$ cat config.mk
export PLATFORM = sky130hd
export DESIGN_NAME = i2c_ctrl_regs
export DESIGN_NICKNAME = d
export VERILOG_FILES = /design/src/rtl/i2cr_pkg.sv /design/src/rtl/i2cr_line_sync.sv /design/src/rtl/i2cr_regfile.sv /design/src/rtl/i2cr_fsm.sv /design/src/rtl/i2c_ctrl_regs.sv
export SDC_FILE = /design/constraint.sdc
export NUM_CORES = 1
export LEC_CHECK = 0
export ABC_AREA = 1
export BUFFER_PORTS_ARGS = -buffer_cell sky130_fd_sc_hd__buf_2
export CAP_MARGIN = 5
export CORE_MARGIN = 1
export CORE_UTILIZATION = 61
export CTS_BUF_LIST = sky130_fd_sc_hd__clkbuf_2 sky130_fd_sc_hd__clkbuf_4 sky130_fd_sc_hd__clkbuf_8
export DETAILED_ROUTE_END_ITERATION = 8
export GPL_TIMING_DRIVEN = 0
export PLACE_DENSITY_LB_ADDON = 0.12
export SYNTH_ARGS = -nofsm -noshare
export SYNTH_HDL_FRONTEND = slang
export SYNTH_HIERARCHICAL = 1
export SYNTH_SLANG_ARGS = --single-unit
$ cat constraint.sdc
create_clock -name clk_i -period 4.8 [get_ports clk_i]
set_input_delay 0.24 -clock clk_i [delete_from_list [all_inputs] [get_ports clk_i]]
set_output_delay 0.24 -clock clk_i [all_outputs]
set_load 0.005 [all_outputs]
$ cat src/rtl/i2cr_pkg.sv
package i2cr_pkg;
  localparam int unsigned BYTE_W = 8;
  localparam int unsigned ADDR_W = 7;

  typedef enum logic [3:0] {
    ST_IDLE, ST_ADDR, ST_ADDR_ACK, ST_SUB, ST_SUB_ACK,
    ST_WR, ST_WR_ACK, ST_RD, ST_RD_ACK, ST_SKIP
  } i2cr_state_e;
endpackage

$ cat src/rtl/i2cr_line_sync.sv
module i2cr_line_sync #(
  parameter int unsigned SYNC_STAGES = 2
) (
  input  logic clk_i,
  input  logic rst_ni,
  input  logic scl_i,
  input  logic sda_i,
  output logic sda_o,
  output logic scl_rise_o,
  output logic scl_fall_o,
  output logic start_o,
  output logic stop_o
);
  logic [SYNC_STAGES-1:0] scl_pipe, sda_pipe;
  logic scl_q, sda_q, scl_s, sda_s;

  always_ff @(posedge clk_i or negedge rst_ni) begin
    if (!rst_ni) begin
      scl_pipe <= '1;
      sda_pipe <= '1;
      scl_q    <= 1'b1;
      sda_q    <= 1'b1;
    end else begin
      scl_pipe <= {scl_pipe[SYNC_STAGES-2:0], scl_i};
      sda_pipe <= {sda_pipe[SYNC_STAGES-2:0], sda_i};
      scl_q    <= scl_s;
      sda_q    <= sda_s;
    end
  end

  assign scl_s      = scl_pipe[SYNC_STAGES-1];
  assign sda_s      = sda_pipe[SYNC_STAGES-1];
  assign sda_o      = sda_s;
  assign scl_rise_o = scl_s & ~scl_q;
  assign scl_fall_o = ~scl_s & scl_q;
  // Data edges while the clock stays high frame the transfer.
  assign start_o    = scl_s & scl_q & sda_q & ~sda_s;
  assign stop_o     = scl_s & scl_q & ~sda_q & sda_s;
endmodule

$ cat src/rtl/i2cr_regfile.sv
module i2cr_regfile #(
  parameter int unsigned NUM_REGS = 2,
  parameter int unsigned PTR_W    = 1
) (
  input  logic                                clk_i,
  input  logic                                rst_ni,
  input  logic                                we_i,
  input  logic [PTR_W-1:0]                    waddr_i,
  input  logic [i2cr_pkg::BYTE_W-1:0]          wdata_i,
  input  logic [PTR_W-1:0]                    raddr_i,
  output logic [i2cr_pkg::BYTE_W-1:0]          rdata_o,
  output logic [NUM_REGS*i2cr_pkg::BYTE_W-1:0] regs_o
);
  localparam int unsigned BW = i2cr_pkg::BYTE_W;
  logic [BW-1:0] mem [NUM_REGS];

  for (genvar i = 0; i < NUM_REGS; i++) begin : g_reg
    always_ff @(posedge clk_i or negedge rst_ni) begin
      if (!rst_ni)                               mem[i] <= '0;
      else if (we_i && waddr_i == PTR_W'(i))     mem[i] <= wdata_i;
    end
    assign regs_o[i*BW +: BW] = mem[i];
  end

  assign rdata_o = mem[raddr_i];
endmodule

$ cat src/rtl/i2cr_fsm.sv
module i2cr_fsm
  import i2cr_pkg::*;
#(
  parameter int unsigned NUM_REGS = 2,
  parameter int unsigned PTR_W    = 1,
  parameter int unsigned STRAP_W  = 2,
  parameter int unsigned PREFIX   = 'b00100
) (
  input  logic               clk_i,
  input  logic               rst_ni,
  input  logic               sda_i,
  input  logic               scl_rise_i,
  input  logic               scl_fall_i,
  input  logic               start_i,
  input  logic               stop_i,
  input  logic [STRAP_W-1:0] strap_i,
  input  logic [BYTE_W-1:0]  rdata_i,
  output logic [PTR_W-1:0]   ptr_o,
  output logic               we_o,
  output logic [BYTE_W-1:0]  wdata_o,
  output logic               sda_oe_o,
  output logic               ignore_o
);
  localparam int unsigned PREFIX_W = ADDR_W - STRAP_W;

  i2cr_state_e       state_q;
  logic [3:0]        bit_q;
  logic [BYTE_W-1:0] shift_q;
  logic [PTR_W-1:0]  ptr_q, ptr_nxt;
  logic              oe_q, rw_q, mack_q;
  logic [ADDR_W-1:0] dev_addr;

  assign dev_addr = {PREFIX_W'(PREFIX), strap_i};
  assign ptr_nxt  = (ptr_q == PTR_W'(NUM_REGS-1)) ? '0 : ptr_q + 1'b1;
  assign we_o     = scl_fall_i && state_q == ST_WR && bit_q == 4'd8;
  assign wdata_o  = shift_q;
  assign ptr_o    = ptr_q;
  assign sda_oe_o = oe_q;
  assign ignore_o = state_q == ST_SKIP;

  always_ff @(posedge clk_i or negedge rst_ni) begin
    if (!rst_ni) begin
      state_q <= ST_IDLE;
      bit_q   <= '0;
      shift_q <= '0;
      ptr_q   <= '0;
      oe_q    <= 1'b0;
      rw_q    <= 1'b0;
      mack_q  <= 1'b0;
    end else if (start_i) begin
      state_q <= ST_ADDR;
      bit_q   <= '0;
      oe_q    <= 1'b0;
    end else if (stop_i) begin
      state_q <= ST_IDLE;
      oe_q    <= 1'b0;
    end else begin
      unique case (state_q)
        ST_ADDR, ST_SUB, ST_WR: begin
          if (scl_rise_i) begin
            shift_q <= {shift_q[BYTE_W-2:0], sda_i};
            bit_q   <= bit_q + 1'b1;
          end else if (scl_fall_i && bit_q == 4'd8) begin
            bit_q <= '0;
            if (state_q == ST_ADDR) begin
              if (shift_q[BYTE_W-1:1] == dev_addr) begin
                oe_q    <= 1'b1;
                rw_q    <= shift_q[0];
                state_q <= ST_ADDR_ACK;
              end else begin
                state_q <= ST_SKIP;
              end
            end else if (state_q == ST_SUB) begin
              ptr_q   <= shift_q[PTR_W-1:0];
              oe_q    <= 1'b1;
              state_q <= ST_SUB_ACK;
            end else begin
              ptr_q   <= ptr_nxt;
              oe_q    <= 1'b1;
              state_q <= ST_WR_ACK;
            end
          end
        end
        ST_ADDR_ACK, ST_SUB_ACK, ST_WR_ACK: begin
          if (scl_fall_i) begin
            oe_q <= 1'b0;
            if (state_q == ST_ADDR_ACK && rw_q) begin
              state_q <= ST_RD;
              shift_q <= rdata_i;
              oe_q    <= ~rdata_i[BYTE_W-1];
              bit_q   <= '0;
            end else if (state_q == ST_ADDR_ACK) begin
              state_q <= ST_SUB;
            end else begin
              state_q <= ST_WR;
            end
          end
        end
        ST_RD: begin
          if (scl_fall_i) begin
            if (bit_q == 4'd7) begin
              oe_q    <= 1'b0;
              ptr_q   <= ptr_nxt;
              bit_q   <= '0;
              state_q <= ST_RD_ACK;
            end else begin
              bit_q   <= bit_q + 1'b1;
              shift_q <= {shift_q[BYTE_W-2:0], 1'b0};
              oe_q    <= ~shift_q[BYTE_W-2];
            end
          end
        end
        ST_RD_ACK: begin
          if (scl_rise_i) begin
            mack_q <= ~sda_i;
          end else if (scl_fall_i) begin
            if (mack_q) begin
              state_q <= ST_RD;
              shift_q <= rdata_i;
              oe_q    <= ~rdata_i[BYTE_W-1];
            end else begin
              state_q <= ST_SKIP;
            end
          end
        end
        default: ;
      endcase
    end
  end
endmodule

$ cat src/rtl/i2c_ctrl_regs.sv
module i2c_ctrl_regs #(
  parameter int unsigned NUM_REGS    = 2,
  parameter int unsigned STRAP_W     = 2,
  parameter int unsigned PREFIX      = 'b00100,
  parameter int unsigned SYNC_STAGES = 2
) (
  input  logic                  clk_i,
  input  logic                  rst_ni,
  input  logic                  scl_i,
  input  logic                  sda_i,
  input  logic [STRAP_W-1:0]    strap_i,
  output logic                  sda_oe_o,
  output logic [NUM_REGS*8-1:0] regs_o
);
  localparam int unsigned PTR_W = (NUM_REGS > 1) ? $clog2(NUM_REGS) : 1;

  logic sda_w, rise_w, fall_w, start_w, stop_w, we_w, ignore_w;
  logic [PTR_W-1:0] ptr_w;
  logic [7:0] wdata_w, rdata_w;

  i2cr_line_sync #(.SYNC_STAGES(SYNC_STAGES)) u_sync (
    .clk_i, .rst_ni, .scl_i, .sda_i,
    .sda_o(sda_w), .scl_rise_o(rise_w), .scl_fall_o(fall_w),
    .start_o(start_w), .stop_o(stop_w)
  );

  i2cr_fsm #(
    .NUM_REGS(NUM_REGS), .PTR_W(PTR_W), .STRAP_W(STRAP_W), .PREFIX(PREFIX)
  ) u_fsm (
    .clk_i, .rst_ni, .sda_i(sda_w), .scl_rise_i(rise_w), .scl_fall_i(fall_w),
    .start_i(start_w), .stop_i(stop_w), .strap_i, .rdata_i(rdata_w),
    .ptr_o(ptr_w), .we_o(we_w), .wdata_o(wdata_w), .sda_oe_o, .ignore_o(ignore_w)
  );

  i2cr_regfile #(.NUM_REGS(NUM_REGS), .PTR_W(PTR_W)) u_regs (
    .clk_i, .rst_ni, .we_i(we_w), .waddr_i(ptr_w), .wdata_i(wdata_w),
    .raddr_i(ptr_w), .rdata_o(rdata_w), .regs_o
  );
endmodule

==> run summary <==
Yosys printed 6 warnings. The number of clock buffers inserted by TritonCTS was 5. The number of antenna violations at the first check in global routing came out at 0.

The global placement routability congestion was 0.9836; the share of cells above drive strength 1 was 15.50%. Entering global routing, the biggest net connects 43 pins. The overall routing resource usage came out at 30.73%.

At the worst endpoint, the required time is 5000 ps. Across the run, the number of max-cap violations was 0. Power spread over the standard cell area amounts to 579.5 mW/mm². Clock tree synthesis found a total of 42 sinks.

The clock passes through at most 2 buffers. The relative contribution of sequential cells to total power is 31.0%. The floorplan step defined a die boundary enclosing 0.004604 mm².

The mean routed wirelength per cell came out at 13.54 µm. The run finished with clean final reports. The region available for standard cell placement spans 0.004086 mm².

During placement, the flow inserted port buffers numbering 22. Internal power comes to 0.8412 mW. STA puts the critical path data arrival time at 2300 ps. The share of total power consumed by net switching was 50.17%. Leaving out fill and tap cells, the most frequent cell in the layout is nand2_1.

The worst setup path is captured at a flip-flop. Synthesis produced a netlist with a net count of 391. In the layout the commonest cells are nand2_1 (154), nand3_1 (49), inv_1 (37), dfrtp_1 (36), nor2_1 (31). After clock tree synthesis, the repair step resized 0 gates. The achievable clock frequency came out at 474.3 MHz. After clock tree synthesis, the clock-pin slew on the worst setup and hold paths is 80 ps. The number of vias in the routed layout was 2552. The worst-path maximum fanout was 9. The synthesized netlist occupies a cell area of 0.002645 mm².

The vertical extent of the die works out to 67.85 µm. Measured against its own limit, the worst slew margin works out to 39.74%. The worst hold-check path type was primary input to flip-flop.

For this block, the routed nets add up to 6269 µm of wire. The net switching component of the power was 0.8469 mW. The antenna diode count was 0; the site row count was 23. The die is 67.85 µm wide. The number of global-route vias before repair came out at 2188. In the routed design, unresolved DRC markers number 0. Relative to the synthesized area, the layout overhead comes to 10.12%. The max-slew violation total from the final report was 0; the post-route minimum period was 2108 ps. After technology mapping, the gate count stands at 383. Clock skew on the completed layout was measured at 9.758 ps. The transition time at the pin with the least slew margin is 903.8 ps. The average cell area after synthesis came out at 6.906 µm². Summed over all layers, the global routing overflow is 0.

The most numerous cell on the critical path was nand2_1. TritonCTS built the clock tree. The run gives 64.73% as the starting density of the core. The critical path goes through inv_1, nand2_1, nor2_1, nor2_2, inv_1, nor2_1, nand2_1, nor2_4, nand2_4, nand2_1, nand2_1.

Depth of the CTS H-tree: 2. After routing, the total negative slack on setup checks comes to 0 ps. The final HPWL from detailed placement is 4512 µm, and the number of nets with antenna violations after detailed routing is 0.

Library cell contributing the largest single delay on the critical path: dfstp_2. Dividing the detail-routed via count by the number of cells gives 5.512. After clock tree synthesis, the setup repair step added 0 buffers. For the combinational share of power, the log shows 54.6%. The first global-routing pass estimated 10370 µm of wire. At the later pin of the worst-skew pair, clock insertion delay measures 300 ps.

The violation count after the first detailed-route iteration came out at 223. The length of the first detailed-routing pass in iterations was 5; the final count of hold timing violations was 0. The number of hold buffers added after CTS was 0. Root cell of the clock tree: clkbuf_8.

Setup violations remaining at the end of the flow were counted as 0. The tools report the startpoint type of the worst setup path as a flip-flop. Setup repair after global routing left no endpoint under its margin. On the worst path, the slowest cell contributes a delay of 570 ps. Summed over all cells, the static leakage comes to 1.615 nW. The final design utilization was 71.28%; the count of pins on the block boundary was 23. At the end of the flow, the number of nets in the layout was 420. Dividing the final minimum period by the clock period gives 43.93%. For the worst ir drop on vdd, the log shows 437.3 µV. The start-to-end type of the worst setup path is flip-flop to flip-flop. The clock network accounts for 14.4% of the total power.
==> worst paths after layout <==
kind	depth (start not counted)	end	slack (ps)	startpoint
max	11	u_fsm/wdata_o[6]$_DFFE_PN0P_	2690	u_sync/sda_pipe[1]$_DFF_PN1_
min	1	u_sync/sda_pipe[0]$_DFF_PN1_	40	sda_i
max reg2reg	11	u_fsm/wdata_o[6]$_DFFE_PN0P_	2690	u_sync/sda_pipe[1]$_DFF_PN1_
min reg2reg	0	u_sync/scl_pipe[1]$_DFF_PN1_	350	u_sync/scl_pipe[0]$_DFF_PN1_
max in group asynchronous	1	u_regs/regs_o[1]$_DFFE_PN0P_	4180	rst_ni
min in group asynchronous	1	u_fsm/bit_q[3]$_DFFE_PN0P_	60	rst_ni
==> critical path, delay by kind of cell (launching register included) <==
family,cells,cell delay [ps]
AND/OR/NAND/NOR,9,1170
buffers and inverters,2,260
flip-flops,1,570
==> per-stage QoR <==
step                      area, µm²  cells  power (mW)  setup WS [ps]  hold slack, ps
final                          2913    463       1.688           2692           39.25
after global routing           2913    463       1.830           2512           19.32
after global placement         2818    455       1.407           2771           344.7
after floorplan                2645    383       1.216           3082          -55.59
after CTS                      2913    463       1.684           2743           26.56
after detailed placement       2818    455       1.432           2770           346.8
==> cell type report <==
type / count / area [µm²]
multi-input combinational: 296 / 1370
tap: 50 / 62.56
timing repair buffer: 22 / 110.1
buffer: 5 / 61.31
clock inverter: 2 / 12.51
inverter: 40 / 155.1
fill: 355 / 1174
clock buffer: 6 / 82.58
sequential: 42 / 1059
==> power by group through the flow <==
stage	Combinational (mW)	Clock [mW]	Sequential [mW]
CTS	0.909	0.252	0.523
global placement	0.882	0	0.525
detailed placement	0.903	0	0.529
finish	0.922	0.243	0.524
global route	1.03	0.268	0.538
floorplan	0.712	0	0.503
==> routing by layer <==
| layer | share of wire, % | global-route usage (%) | up-vias |
|---|---|---|---|
| met4 | 1.4 | 10.16 | 0 |
| met2 | 43 | 44.68 | 104 |
| met3 | 7.2 | 5.667 | 11 |
| met5 | 0 | 0 | - |
| met1 | 48 | 45.63 | 1164 |
| li1 | - | - | 1273 |
==> state kept, by name, summed over array words and instances (netlist names), 2 cells and up <==
name	cells
u_fsm/bit_q	4
u_sync/sda_pipe	2
u_fsm/state_q	4
u_regs/regs_o	16
u_sync/scl_pipe	2
u_fsm/wdata_o	8
No activity file was read; power rests on OpenSTA's default activity.
